<file path="src/rtl/tmr_pkg.sv">
package tmr_pkg;
  localparam int DW     = 8;
  localparam int CW     = 2 * DW;
  localparam int CTRL_W = 6;
  localparam logic [1:0] CMD_ADDR = 2'd3;

  typedef enum logic [1:0] {
    ACC_LATCH = 2'b00,
    ACC_LO    = 2'b01,
    ACC_HI    = 2'b10,
    ACC_BOTH  = 2'b11
  } acc_e;

  typedef struct packed {
    logic mode_wr;
    logic latch_cnt;
    logic latch_sts;
    logic data_wr;
    logic data_rd;
  } ch_cmd_t;
endpackage

</file>
<file path="src/rtl/tmr_cmd_decode.sv">
module tmr_cmd_decode
  import tmr_pkg::*;
#(
  parameter int N_CH = 3
) (
  input  logic                     cs_i,
  input  logic                     rd_i,
  input  logic                     wr_i,
  input  logic [1:0]               addr_i,
  input  logic [DW-1:0]            wdata_i,
  output ch_cmd_t [N_CH-1:0]       cmd_o
);
  logic cmd_wr, rb;
  assign cmd_wr = cs_i && wr_i && (addr_i == CMD_ADDR);
  assign rb     = cmd_wr && (wdata_i[7:6] == 2'b11);

  for (genvar i = 0; i < N_CH; i++) begin : g_ch
    logic tgt, sel, rb_sel;
    assign sel    = cs_i && (addr_i == 2'(i));
    assign tgt    = cmd_wr && !rb && (wdata_i[7:6] == 2'(i));
    assign rb_sel = rb && wdata_i[1+i];
    assign cmd_o[i].mode_wr   = tgt && (wdata_i[5:4] != ACC_LATCH);
    assign cmd_o[i].latch_cnt = (tgt && (wdata_i[5:4] == ACC_LATCH)) || (rb_sel && !wdata_i[5]);
    assign cmd_o[i].latch_sts = rb_sel && !wdata_i[4];
    assign cmd_o[i].data_wr   = sel && wr_i;
    assign cmd_o[i].data_rd   = sel && rd_i && !wr_i;
  end
endmodule

</file>
<file path="src/rtl/tmr_chan.sv">
module tmr_chan
  import tmr_pkg::*;
(
  input  logic              clk_i,
  input  logic              rst_ni,
  input  ch_cmd_t           cmd_i,
  input  logic [DW-1:0]     wdata_i,
  input  logic [CW-1:0]     live_i,
  input  logic              out_i,
  input  logic              xfer_i,
  output logic [CTRL_W-1:0] ctrl_o,
  output logic              arm_o,
  output logic              load_o,
  output logic [CW-1:0]     load_val_o,
  output logic [DW-1:0]     rdata_o
);
  logic [CTRL_W-1:0] ctrl_q;
  logic              null_q, wr_hi_q, rd_hi_q, cl_v_q, sts_v_q, arm_q, load_q;
  logic [DW-1:0]     wbuf_q, sts_q;
  logic [CW-1:0]     cl_q, lval_q;
  logic [CW-1:0]     src;
  acc_e              acc;

  assign acc = acc_e'(ctrl_q[5:4]);
  assign src = cl_v_q ? cl_q : live_i;

  always_comb begin
    if (sts_v_q) rdata_o = sts_q;
    else begin
      unique case (acc)
        ACC_HI:   rdata_o = src[CW-1:DW];
        ACC_BOTH: rdata_o = rd_hi_q ? src[CW-1:DW] : src[DW-1:0];
        default:  rdata_o = src[DW-1:0];
      endcase
    end
  end

  always_ff @(posedge clk_i or negedge rst_ni) begin
    if (!rst_ni) begin
      ctrl_q  <= 6'h30;
      null_q  <= 1'b0;
      wr_hi_q <= 1'b0;
      rd_hi_q <= 1'b0;
      cl_v_q  <= 1'b0;
      sts_v_q <= 1'b0;
      arm_q   <= 1'b0;
      load_q  <= 1'b0;
      wbuf_q  <= '0;
      sts_q   <= '0;
      cl_q    <= '0;
      lval_q  <= '0;
    end else begin
      load_q <= 1'b0;
      if (xfer_i) null_q <= 1'b0;
      if (cmd_i.mode_wr) begin
        ctrl_q  <= wdata_i[CTRL_W-1:0];
        wr_hi_q <= 1'b0;
        arm_q   <= 1'b0;
        null_q  <= 1'b1;
      end
      if (cmd_i.latch_cnt && !cl_v_q) begin
        cl_v_q  <= 1'b1;
        cl_q    <= live_i;
        rd_hi_q <= 1'b0;
      end
      if (cmd_i.latch_sts && !sts_v_q) begin
        sts_v_q <= 1'b1;
        sts_q   <= {out_i, null_q, ctrl_q};
      end
      if (cmd_i.data_wr) begin
        unique case (acc)
          ACC_HI: begin
            lval_q <= {wdata_i, lval_q[DW-1:0]};
            load_q <= 1'b1; arm_q <= 1'b1; null_q <= 1'b1;
          end
          ACC_BOTH: begin
            if (!wr_hi_q) begin
              wbuf_q  <= wdata_i;
              wr_hi_q <= 1'b1;
            end else begin
              lval_q  <= {wdata_i, wbuf_q};
              wr_hi_q <= 1'b0;
              load_q <= 1'b1; arm_q <= 1'b1; null_q <= 1'b1;
            end
          end
          default: begin
            lval_q <= {lval_q[CW-1:DW], wdata_i};
            load_q <= 1'b1; arm_q <= 1'b1; null_q <= 1'b1;
          end
        endcase
      end
      if (cmd_i.data_rd) begin
        if (sts_v_q) sts_v_q <= 1'b0;
        else if (acc == ACC_BOTH && !rd_hi_q) rd_hi_q <= 1'b1;
        else begin
          rd_hi_q <= 1'b0;
          cl_v_q  <= 1'b0;
        end
      end
    end
  end

  assign ctrl_o     = ctrl_q;
  assign arm_o      = arm_q;
  assign load_o     = load_q;
  assign load_val_o = lval_q;


  mode_disarm_chk: assert property (@(posedge clk_i) disable iff (!rst_ni)
    cmd_i.mode_wr |=> (!arm_o && ctrl_o == $past(wdata_i[CTRL_W-1:0])));

  mode_null_chk: assert property (@(posedge clk_i) disable iff (!rst_ni)
    cmd_i.mode_wr |=> null_q);

  load_src_chk: assert property (@(posedge clk_i) disable iff (!rst_ni)
    load_o |-> $past(cmd_i.data_wr));

  cnt_hold_chk: assert property (@(posedge clk_i) disable iff (!rst_ni)
    (cl_v_q && !cmd_i.data_rd) |=> (cl_v_q && $stable(cl_q)));

  sts_hold_chk: assert property (@(posedge clk_i) disable iff (!rst_ni)
    (sts_v_q && !cmd_i.data_rd) |=> (sts_v_q && $stable(sts_q)));
endmodule

</file>
<file path="src/rtl/tmr_bus_if.sv">
module tmr_bus_if
  import tmr_pkg::*;
#(
  parameter int N_CH = 3
) (
  input  logic                   clk_i,
  input  logic                   rst_ni,
  input  logic                   cs_i,
  input  logic                   rd_i,
  input  logic                   wr_i,
  input  logic [1:0]             addr_i,
  input  logic [7:0]             wdata_i,
  output logic [7:0]             rdata_o,
  input  logic [16*N_CH-1:0]     live_cnt_i,
  input  logic [N_CH-1:0]        out_lvl_i,
  input  logic [N_CH-1:0]        xfer_i,
  output logic [6*N_CH-1:0]      ctrl_o,
  output logic [N_CH-1:0]        arm_o,
  output logic [N_CH-1:0]        load_o,
  output logic [16*N_CH-1:0]     load_val_o
);
  ch_cmd_t [N_CH-1:0]  cmd;
  logic [DW-1:0]       ch_rd [N_CH];

  tmr_cmd_decode #(.N_CH(N_CH)) u_dec (
    .cs_i(cs_i), .rd_i(rd_i), .wr_i(wr_i),
    .addr_i(addr_i), .wdata_i(wdata_i), .cmd_o(cmd)
  );

  for (genvar i = 0; i < N_CH; i++) begin : g_ch
    tmr_chan u_ch (
      .clk_i(clk_i), .rst_ni(rst_ni), .cmd_i(cmd[i]), .wdata_i(wdata_i),
      .live_i(live_cnt_i[CW*i +: CW]), .out_i(out_lvl_i[i]), .xfer_i(xfer_i[i]),
      .ctrl_o(ctrl_o[CTRL_W*i +: CTRL_W]), .arm_o(arm_o[i]), .load_o(load_o[i]),
      .load_val_o(load_val_o[CW*i +: CW]), .rdata_o(ch_rd[i])
    );
  end

  always_comb begin
    rdata_o = 8'hFF;
    for (int i = 0; i < N_CH; i++)
      if (addr_i == 2'(i)) rdata_o = ch_rd[i];
  end


  cmd_rd_ff_chk: assert property (@(posedge clk_i) disable iff (!rst_ni)
    (cs_i && rd_i && addr_i == CMD_ADDR) |-> (rdata_o == 8'hFF));

  desel_ctrl_chk: assert property (@(posedge clk_i) disable iff (!rst_ni)
    !cs_i |=> $stable(ctrl_o));
endmodule

</file>
<file path="config.mk">
export PLATFORM = sky130hd
export DESIGN_NAME = tmr_bus_if
export DESIGN_NICKNAME = d
export VERILOG_FILES = /design/src/rtl/tmr_pkg.sv /design/src/rtl/tmr_cmd_decode.sv /design/src/rtl/tmr_chan.sv /design/src/rtl/tmr_bus_if.sv
export SDC_FILE = /design/constraint.sdc
export NUM_CORES = 1
export LEC_CHECK = 0
export BUFFER_PORTS_ARGS = -buffer_cell sky130_fd_sc_hd__buf_4
export CAP_MARGIN = 20
export CORE_ASPECT_RATIO = 1.25
export CORE_UTILIZATION = 55
export CTS_CLUSTER_SIZE = 8
export DETAILED_ROUTE_END_ITERATION = 10
export PLACE_DENSITY = 0.83
export REMOVE_ABC_BUFFERS = 1
export SYNTH_ARGS = -nofsm -noshare
export SYNTH_HDL_FRONTEND = slang
export SYNTH_SLANG_ARGS = --single-unit
export TNS_END_PERCENT = 10
</file>
<file path="constraint.sdc">
create_clock -name clk_i -period 3.2 [get_ports clk_i]
set_clock_uncertainty 0.2 [all_clocks]
set_input_delay 0.16 -clock clk_i [delete_from_list [all_inputs] [get_ports clk_i]]
set_output_delay 0.16 -clock clk_i [all_outputs]
set_load 0.05 [all_outputs]
</file>
# Word level (Yosys, flattened, before mapping)
# Index checks and enable logic that the tools add are counted.
# totals
n_memories,0
ramBits,0
reg_bits,183
latchBits,0
mem_bits_ro,0
elab_cells,237
in_bits,69
out_inout_bits,80
# op_classes
n_mul,0
n_reduce_logical,75
n_eq_ne,15
n_mux,102
div_mod_pow,0
add_sub_neg,0
bitwise,6
order_cmp,0
shift,0
# ops
cell,count
16-bit 2-to-1 mux,6
16-bit one-hot mux with 2 select lines,3
1-bit 2-to-1 mux,81
8-bit 2-to-1 mux,9
8-bit one-hot mux with 2 select lines,3
1-bit logical AND,43
3-bit AND reduction,9
"2-bit equality test, second input constant",10
1-bit zero test,13
2-bit nonzero test,4
2-bit zero test,3
"2-bit by 1-bit != test with 1-bit output, second input constant",3
1-bit NOT,6
"2-bit by 1-bit equality test with 1-bit output, second input constant",2
1-bit logical OR,3

# Longest topological paths before layout
# Gate-level depths: netlist (run 1).
# depth
word_depth,13
ltp_mapped,8
mapped_depth_nobuf,5

# Hierarchy
# From an unflattened synthesis (run 1), not the netlist that was laid out.
# unflattened
hier_cells,698
area_unflattened_um2,8824.7
# modules_own_cells
module,area_each_um2,n_inst,cells_per_inst,seq_area_each_um2
tmr_chan,2807.7,3,215,1529.0
tmr_cmd_decode,210.2,1,33,0.0
tmr_bus_if,191.4,1,20,0.0

# Least setup slack after synthesis (run 1)
# OpenSTA, ideal clock, no wires.
# synth_timing
kind,flip-flop to output port
start,register g_ch[2].u_ch.ctrl_q[4]
end,output rdata_o[4]
t_required_ns,2.840
arrival_time_ns,2.921
stages_incl_launch_ff,6
path_slack_ns,-0.081
n_path_buf,0
path_cell_list,dfstp_2 -> inv_2 -> o21ai_2 -> mux4_1 -> mux2i_1 -> a221oi_1
# synth_between
elab_chain_cells,4
word_cells_on_any_way,5
classes_between,eq/ne (2); mux (3)
# synth_lines
item,line_no,rtl
start: declaration,tmr_chan.sv:17,logic [CTRL_W-1:0] ctrl_q;
start signal: assignment,tmr_chan.sv:56,ctrl_q <= wdata_i[CTRL_W-1:0];
2-bit equality test,tmr_chan.sv:30,unique case (acc)
8-bit one-hot mux with 2 select lines *,tmr_chan.sv:30,
8-bit 2-to-1 mux *,tmr_chan.sv:28,if (sts_v_q) rdata_o = sts_q;
8-bit 2-to-1 mux *,tmr_bus_if.sv:42,if (addr_i == 2'(i)) rdata_o = ch_rd[i];
end: declaration,tmr_bus_if.sv:13,"output logic [7:0] rdata_o,"
# Mark *: on every way between the ends. The rest lies on a longest branch, timed or not.

# Worst setup path in the final report (run 1)
# layout_timing
start,register g_ch[0].u_ch.ctrl_q[4]
end,output rdata_o[3]
# layout_between
elab_chain_cells,6
word_cells_on_any_way,7
classes_between,eq/ne (2); mux (5)
# layout_lines
item,line_no
start: declaration,tmr_chan.sv:17
start signal: assignment,tmr_chan.sv:56
2-bit equality test,tmr_chan.sv:30
8-bit one-hot mux with 2 select lines *,tmr_chan.sv:30
8-bit 2-to-1 mux *,tmr_chan.sv:28
8-bit 2-to-1 mux * (3 in series),tmr_bus_if.sv:42
# Marked as above.

==> flow_metrics.py, run 1 <==
metrics = {
    "run_status": {
        "status": "completed",
    },
    "finish": {
        "regArea_um2": 4591,
        "drive_gt1_share_pct": 43.79,
        "nets": 917,
        "final_core_util_pct": 73.21,
        "multi_input_area_um2": 3632,
        "final_area_um2": 10990,
        "fin_cells": 1043,
        "n_fill_cell": 963,
        "diodes": 0,
        "layout-area-overhead-vs-synth_pct": 29.99,
    },
    "worst_setup_path": {
        "crit_fanout": 7,
        "critical_path.most_common_cell": "buf_4",
        "reg2reg_depth": 4,
        "slowest_stage": "dfstp_2",
        "required_ns": 2.84,
        "cpPeakStageDelay_ns": 0.54,
        "worstPathArrival_ns": 2.72,
        "critPathTopFamily": "flip-flops",
        "critPathCaptureType": "output pin",
        "critPathBufInv": 2,
        "path_cells": "nand2b_1, nand2_4, mux4_2, a2111oi_2, buf_4, a221oi_1, buf_4",
        "r2r-start": "g_ch[2].u_ch.ctrl_o[4]",
        "rr_endpoint": "g_ch[2].u_ch.load_val_o[6]",
        "rrSetupSlack_ns": 0.94,
        "critical_path_class": "reg -> out",
        "startpoint_type": "flip-flop",
    },
    "floorplan": {
        "fp-row-count": 50,
        "die_x_um": 112.9,
        "pin_count": 149,
        "design.die.area_um2": 15880,
        "coreArea_um2": 15010,
        "start_util_pct": 56.32,
        "fp.dieH_um": 140.6,
    },
    "clocking": {
        "htreeDepth": 4,
        "cts_made_buffers": 17,
        "post_cts_buffers": 0,
        "cts.path.max_buffers": 2,
        "root_buffer": "clkbuf_16",
        "path_clk_slew_ns": 0.07,
        "worstSkewPairLatency_ns": 0.43,
        "cts.sinks": 183,
        "cts_tree": "done",
    },
    "placement": {
        "portBuffers": 148,
        "dp_worst_setup_slack_ns": 0.4619,
        "dp_hpwl_um": 14630,
        "gp_congestion": 0.8334,
        "placed_area_um2": 9679,
        "placedCellCount": 948,
    },
    "global_routing": {
        "grt_first_pass_wirelength_um": 37610,
        "grt_max_degree": 67,
        "overflow": 0,
        "gr-usage-all-layers_pct": 31.36,
        "antenna_found_initial": 0,
        "grt_pass1_vias": 6949,
    },
    "timing": {
        "slew_violations": 0,
        "timing.final.crit_share_pct": 96.39,
        "tightest_slew_ns": 0.9214,
        "fin_tns_setup_ns": 0,
        "fmax_mhz": 324.2,
        "layout_setup_ws_ns": 0.1154,
        "hold_viol": 0,
        "rsz0062_at_grt": "no",
        "slew-limit-headroom_pct": 38.45,
        "setup_violations": 0,
        "period_minus_slack_ns": 3.085,
        "whs_ns": 0.04100,
    },
    "synth": {
        "yosysMostFrequentCell": "dfrtp_1",
        "yosys.area.top_type_share_pct": 52.38,
        "ys_types": 56,
        "syn_area_per_cell_um2": 12.95,
        "syn_inst": 653,
        "yosysWarnings": 0,
        "ys_seq_area_share_pct": 54.25,
        "netlist_top_cells_area": "dfrtp_1 52%, mux2_2 17%, mux4_2 5.3%",
        "synth-main-ff-cell": "dfrtp_1",
        "ys_seq_elements": 183,
        "synth_top_area_cell": "dfrtp_1",
        "synth_edf_count": 0,
        "ys_top_cells_by_count": "177 x dfrtp_1, 129 x mux2_2, 36 x nand2_1",
        "async_flop_share_pct": 100.0,
        "syn_area_um2": 8456,
    },
    "routing": {
        "final_antenna_net_count": 0,
        "wirelength_um": 23500,
        "wl_per_cell_um": 22.53,
        "dr.pass1.iters": 5,
        "dr.first_iter.drc_count": 313,
        "viasPerCell": 6.213,
        "vias": 6480,
        "drc": 0,
    },
    "pwr": {
        "p_leak_nw": 5.207,
        "vdd_drop_max_mv": 0.4532,
        "power_mw": 7.784,
        "powerDensity_nw_per_um2": 708.2,
    },
    "min_path": {
        "hold_path_class": "in -> async",
    },
    "job": {
        "cap_violations": 0,
    },
}
placed cells by master, fill, tap and decap left out, types with 3 or more instances in the layout:
cell type      instances
a221oi_1               7
mux2i_1               16
bufinv_16              5
mux2_2               129
clkbuf_16             17
a22o_1                 4
o221a_2                8
a21oi_1               25
nor2b_1                5
clkinv_4               3
and2_1                 6
buf_4                157
nand2b_1               9
dfstp_2                5
o21bai_1               3
mux4_2                20
o22ai_1               25
inv_1                  6
nand3b_1               8
dfrtp_1              177
clkinvlp_4             5
o21ai_0               26
nor2_1                22
dlygate4sd3_1         63
a21o_1                 3
nand2_1               36
nor3_1                12
nand3_1               10
a211oi_1               3
final cells by class:
type | count | share of cell area [%]
Inverter | 9 | 0.3301
Clock buffer | 17 | 3.870
Timing Repair Buffer | 223 | 16.85
Clock inverter | 15 | 2.072
Sequential cell | 183 | 41.76
Multi-Input combinational cell | 414 | 33.04
Tap cell | 182 | 2.072
worst max-delay path by stage:
| stage | depth (start not counted) | startpoint | endpoint | slack (ns) |
|---|---|---|---|---|
| after global placement | 6 | g_ch[0].u_ch.ctrl_o[4] | rdata_o[2] | 0.48 |
| final | 7 | g_ch[0].u_ch.ctrl_o[4] | rdata_o[3] | 0.12 |
| after floorplan | 5 | g_ch[2].u_ch.ctrl_o[4] | rdata_o[4] | -0.18 |
| after CTS | 6 | g_ch[0].u_ch.ctrl_o[4] | rdata_o[2] | 0.004 |
| after detailed placement | 6 | g_ch[0].u_ch.ctrl_o[4] | rdata_o[2] | 0.46 |
| after global routing | 7 | g_ch[0].u_ch.ctrl_o[4] | rdata_o[3] | 0.02 |
where the power goes:
part / switching [mW] / internal [mW]
Sequential: 0.346 / 2.69
Clock: 0.925 / 1.39
Combinational: 1.50 / 0.936
repair_timing:
item,4_1_cts,5_1_grt
hold buffers,63,0
gates cloned,0,0
resized for setup,1,8
setup endpoints to repair,1,6
endpoints found under the hold margin,236,0
pin swaps,0,1
sequential cells by signal, indices dropped and copies added, names as in the netlist, 18 cells and up:
register and cells:
g_ch.u_ch.sts_q 24, g_ch.u_ch.wbuf_q 24, g_ch.u_ch.cl_q 48, g_ch.u_ch.load_val_o 48, g_ch.u_ch.ctrl_o 18
per-layer routing:
layer | routed length, µm | GRT usage [%] | vias to the layer above
met3 | 1137 | 6.234 | 73
met1 | 9006 | 37.37 | 3322
li1 | - | - | 2806
met2 | 12280 | 54.06 | 279
met5 | 0 | 0 | -
met4 | 1083 | 16.27 | 0
logic make-up after synthesis:
| group | Yosys count | synth area share, % |
|---|---|---|
| flops | 183 | 54.25 |
| compound gates | 121 | 9.544 |
| mux | 167 | 25.02 |
| buf+inv | 56 | 3.018 |
| simple gates | 126 | 8.168 |
(Power assumes the default switching activity.)
==> run 2, diff against run 1 <==
HOLD_SLACK_MARGIN = 0.06   (was unset)
==> run 2 against run 1 <==
Effect of this change: the run now ends with negative setup slack left; cell area increased by 0.51%; routed wire length increased by 2.8%; die area unchanged; combinational power about the same; critical path depth decreased by 1; sequential share of layout area decreased by 0.21 points; core utilization increased by 0.37 points; non-clock buffer count increased by 5; first-iteration DRC count increased by 26%; power increased by 0.72%; sequential power about the same; global-route usage decreased by 0.20 points; largest cell class unchanged; largest power group unchanged; highest routed layer unchanged.
==> flow_metrics.py, run 2 (synthesis gave the netlist of run 1 again) <==
metrics = {
    "run_status": {
        "status": "complete, but fails checks",
        "violations": "negative setup slack",
    },
    "timing": {
        "hold_viol": 0,
        "slew-limit-headroom_pct": 36.90,
        "tightest_slew_ns": 0.9446,
        "timing.final.crit_share_pct": 103.3,
        "fmax_mhz": 302.7,
        "layout_setup_ws_ns": -0.1040,
        "setup_violations": 1,
        "slew_violations": 0,
        "period_minus_slack_ns": 3.304,
    },
    "worst_setup_path": {
        "cpPeakStageDelay_ns": 0.65,
        "required_ns": 2.84,
        "rrSetupSlack_ns": 0.93,
        "crit_start": "g_ch[0].u_ch.ctrl_o[4]",
        "slowest_stage": "a2111oi_1",
        "crit_fanout": 7,
        "rr_endpoint": "g_ch[2].u_ch.load_val_o[6]",
        "r2r-start": "g_ch[2].u_ch.ctrl_o[4]",
        "critPathCaptureType": "output pin",
        "path_cells": "nand2b_1, nand2_4, mux4_2, a2111oi_1, a221oi_1, buf_4",
        "reg2reg_depth": 4,
        "startpoint_type": "flip-flop",
        "worstPathArrival_ns": 2.94,
        "critical_path_class": "reg -> out",
        "endpoint": "rdata_o[4]",
    },
    "routing": {
        "vias": 6525,
        "dr.first_iter.drc_count": 394,
        "viasPerCell": 6.226,
        "drc": 0,
        "final_antenna_net_count": 0,
        "wl_per_cell_um": 23.05,
        "wirelength_um": 24150,
        "dr.pass1.iters": 5,
    },
    "floorplan": {
        "fp-row-count": 50,
        "coreArea_um2": 15010,
        "pin_count": 149,
        "die_x_um": 112.9,
        "fp.dieH_um": 140.6,
        "design.die.area_um2": 15880,
        "start_util_pct": 56.32,
    },
    "pwr": {
        "vdd_drop_max_mv": 0.4613,
        "p_leak_nw": 5.229,
        "power_mw": 7.840,
        "powerDensity_nw_per_um2": 709.6,
    },
    "finish": {
        "layout-area-overhead-vs-synth_pct": 30.66,
        "drive_gt1_share_pct": 43.88,
        "n_fill_cell": 959,
        "final_core_util_pct": 73.58,
        "final_common_cell": "dfrtp_1",
        "nets": 922,
        "diodes": 0,
        "layout_common_cells": "177 x dfrtp_1, 160 x buf_4, 129 x mux2_2",
        "fin_cells": 1048,
    },
    "global_routing": {
        "grt_pass1_vias": 6983,
        "antenna_found_initial": 0,
        "gr-usage-all-layers_pct": 31.16,
        "overflow": 0,
        "grt_max_degree": 67,
        "grt_first_pass_wirelength_um": 37420,
    },
    "clocking": {
        "cts.path.max_buffers": 2,
        "cts_tree": "done",
        "htreeDepth": 4,
        "worstSkewPairLatency_ns": 0.44,
        "root_buffer": "clkbuf_16",
        "path_clk_slew_ns": 0.08,
        "cts_made_buffers": 17,
        "cts.sinks": 183,
    },
    "min_path": {
        "hold_path_class": "in -> reg",
    },
    "placement": {
        "gp_congestion": 0.8334,
        "placedCellCount": 948,
        "portBuffers": 148,
        "dp_hpwl_um": 14630,
    },
    "job": {
        "cap_violations": 0,
    },
}
==> run 2: cell type report <==
class                   instances  area, µm²  area share (%)
well taps                     182      227.7           2.061
repair buffers                228       1894           17.15
clock buffers                  17      425.4           3.851
inverters                       9      36.28          0.3284
multi-input cells             414       3646           33.00
clock inverters                15      227.7           2.061
flip-flops and latches        183       4591           41.55
==> run 2: routing by layer <==
layer | wire [µm] | vias up | track usage, % | share of wire (%)
met1 | 9089 | 3334 | 36.77 | 38
met5 | 0 | - | 0 | 0
met4 | 976 | 0 | 17.17 | 4.0
li1 | - | 2811 | - | -
met2 | 12740 | 313 | 53.22 | 53
met3 | 1345 | 67 | 6.750 | 5.6
==> run 2: worst min path at each step <==
| stage | from | to | slack (ns) | cells past startpoint |
|---|---|---|---|---|
| after floorplan | rst_ni | g_ch[0].u_ch.arm_o | -0.34 | 0 |
| after global placement | rst_ni | g_ch[0].u_ch.cl_q[13] | -0.07 | 1 |
| after detailed placement | rst_ni | g_ch[0].u_ch.cl_q[5] | -0.06 | 1 |
| after CTS | rd_i | g_ch[2].u_ch.rd_hi_q | 0.08 | 4 |
| after global routing | rd_i | g_ch[2].u_ch.rd_hi_q | 0.11 | 4 |
| final | rd_i | g_ch[2].u_ch.rd_hi_q | 0.08 | 4 |
==> run 2: critical path: cells and delay by family (launching register included) <==
| kind | cells | cell delay [ns] |
|---|---|---|
| AOI/OAI and AO/OA | 2 | 0.81 |
| DFF | 1 | 0.56 |
| muxes | 1 | 0.54 |
| and+or+nand+nor | 2 | 0.34 |
| buffers and inverters | 1 | 0.26 |
==> run 2: where the power goes <==
group	internal, mW	switching [mW]	total, mW
registers	2.69	0.350	3.04
clock network	1.39	0.948	2.34
logic	0.948	1.51	2.46
==> run 2: what timing repair did <==
action | 4_1_cts | 5_1_grt
endpoints found under the setup margin | 1 | 7
pin swaps | 0 | 1
endpoints found under the hold margin | 325 | 0
resized for setup | 1 | 10
buffers inserted | 0 | 3
hold buffers | 65 | 0
==> run 2: through the flow <==
| step | TNS [ns] | worst slack, ns | area (µm²) | hold slack [ns] |
|---|---|---|---|---|
| after global placement | 0 | 0.4806 | 9679 | -0.06864 |
| final | -0.1040 | -0.1040 | 11050 | 0.07843 |
| after detailed placement | 0 | 0.4619 | 9679 | -0.05883 |
| after CTS | 0 | 0.003636 | 10980 | 0.07698 |
| after global routing | -0.2516 | -0.1638 | 11050 | 0.1121 |
| after floorplan | -1.013 | -0.1755 | 8234 | -0.3356 |
==> run 3, diff against run 2 <==
clock period = 3.6 ns   (was 3.2 ns; I/O delays follow)
==> run 3 against run 2 <==
Effect of this change: the flow now finishes without violations; die area unchanged; critical path depth decreased by 1; core utilization decreased by 0.74 points.
==> flow_metrics.py, run 3 (synthesis gave the netlist of run 1 again) <==
metrics = {
    "placement": {
        "placed_area_um2": 9642,
        "dp_worst_setup_slack_ns": 0.6629,
        "portBuffers": 148,
        "dp_hpwl_um": 14300,
        "gp_congestion": 0.8208,
    },
    "clocking": {
        "cts.sinks": 183,
        "path_clk_slew_ns": 0.07,
        "root_buffer": "clkbuf_16",
        "cts_resized": 0,
        "worstSkewPairLatency_ns": 0.43,
        "cts_tree": "done",
        "cts_made_buffers": 17,
        "cts.path.max_buffers": 2,
        "htreeDepth": 4,
    },
    "finish": {
        "final_area_um2": 10940,
        "drive_gt1_share_pct": 43.11,
        "n_fill_cell": 963,
        "diodes": 0,
        "nets": 912,
        "layout_common_cells": "177 x dfrtp_1, 153 x buf_4, 129 x mux2_2",
        "final_core_util_pct": 72.84,
        "layout-area-overhead-vs-synth_pct": 29.34,
        "final_common_cell": "dfrtp_1",
    },
    "global_routing": {
        "antenna_found_initial": 0,
        "gr-usage-all-layers_pct": 28.96,
        "grt_first_pass_wirelength_um": 34980,
        "overflow": 0,
        "grt_pass1_vias": 6666,
        "grt_max_degree": 111,
    },
    "timing": {
        "period_minus_slack_ns": 3.446,
        "slew_violations": 0,
        "setup_violations": 0,
        "fin_tns_setup_ns": 0,
        "timing.final.crit_share_pct": 95.73,
        "whs_ns": 0.1015,
        "hold_viol": 0,
        "fmax_mhz": 290.2,
        "slew-limit-headroom_pct": 33.65,
        "tightest_slew_ns": 0.9952,
        "layout_setup_ws_ns": 0.1538,
        "rsz0062_at_grt": "no",
    },
    "worst_setup_path": {
        "critPathCaptureType": "output pin",
        "crit_fanout": 18,
        "startpoint_type": "flip-flop",
        "worstPathArrival_ns": 3.07,
        "critical_path_class": "reg -> out",
        "reg2reg_depth": 3,
        "endpoint": "rdata_o[3]",
        "rr_endpoint": "g_ch[2].u_ch.load_val_o[9]",
        "required_ns": 3.22,
        "crit_start": "g_ch[0].u_ch.ctrl_o[5]",
        "rrSetupSlack_ns": 1.20,
        "r2r-start": "g_ch[2].u_ch.ctrl_o[4]",
    },
    "floorplan": {
        "coreArea_um2": 15010,
        "design.die.area_um2": 15880,
        "pin_count": 149,
        "start_util_pct": 56.32,
        "fp-row-count": 50,
        "die_x_um": 112.9,
        "fp.dieH_um": 140.6,
    },
    "routing": {
        "viasPerCell": 6.082,
        "wl_per_cell_um": 21.36,
        "drc": 0,
        "wirelength_um": 22170,
        "vias": 6313,
        "dr.pass1.iters": 5,
        "final_antenna_net_count": 0,
        "dr.first_iter.drc_count": 364,
    },
    "pwr": {
        "p_leak_nw": 5.184,
        "powerDensity_nw_per_um2": 631.2,
        "vdd_drop_max_mv": 0.3383,
    },
    "min_path": {
        "hold_path_class": "in -> reg",
    },
    "run_status": {
        "status": "completed",
    },
    "job": {
        "cap_violations": 0,
    },
}
==> run 3: cell types whose count changed in the layout (fill, tap and decap cells not counted), moves of 2 or more <==
cell,change
a2111oi_0,+4
a2111oi_1,-2
buf_4,-7
clkbuf_8,+3
clkinv_4,-3
dlygate4sd3_1,-2
==> run 3: worst min path at each step <==
stage	startpoint	end	slack [ns]	cells past startpoint
6_report	wr_i	g_ch[0].u_ch.cl_v_q	0.10	5
3_3_place_gp	rst_ni	g_ch[0].u_ch.cl_q[14]	0.17	1
2_1_floorplan	rst_ni	g_ch[0].u_ch.arm_o	-0.32	0
5_1_grt	addr_i[1]	g_ch[0].u_ch.rd_hi_q	0.14	4
3_5_place_dp	rst_ni	g_ch[0].u_ch.cl_q[6]	0.19	1
4_1_cts	addr_i[1]	g_ch[0].u_ch.rd_hi_q	0.08	4
==> run 3: layout make-up <==
class	count	area, µm²	area share [%]
Clock buffer	21	470.5	4.302
Clock inverter	11	193.9	1.773
Inverter	9	33.78	0.3089
Multi-Input combinational cell	414	3613	33.04
Sequential cell	183	4587	41.94
Tap cell	182	227.7	2.082
Timing Repair Buffer	218	1810	16.55
==> run 3: timing repair <==
| action | 4_1_cts | 5_1_grt |
|---|---|---|
| hold buffers | 63 | 0 |
| hold endpoints to repair | 239 | 0 |
| setup buffers | 0 | 0 |
==> run 3: where the power goes <==
part,switching (mW),internal [mW]
Clock,0.786,1.29
Sequential,0.316,2.39
Combinational,1.30,0.817
Total,2.41,4.50
==> run 3: critical path, stage by stage (launching register included) <==
cell and delay, ns:
dfstp_2 0.73, nand2_2 0.25, mux4_2 0.49, a2111oi_0 0.76, a221oi_1 0.16, buf_4 0.25
==> run 3: metal layers <==
metal  vias up  share of wire [%]  global-route usage [%]
li1       2802                  -                       -
met1      3216                 39                   35.01
met2       248                 52                   50.32
met3        47                5.1                   5.460
met4         0                3.2                   13.43
met5         -                  0                       0
==> run 3: through the flow <==
step,cells,total power [mW]
3_5_place_dp,943,4.790
5_1_grt,1038,7.133
3_3_place_gp,943,4.712
6_report,1038,6.903
2_1_floorplan,606,4.053
4_1_cts,1038,6.911
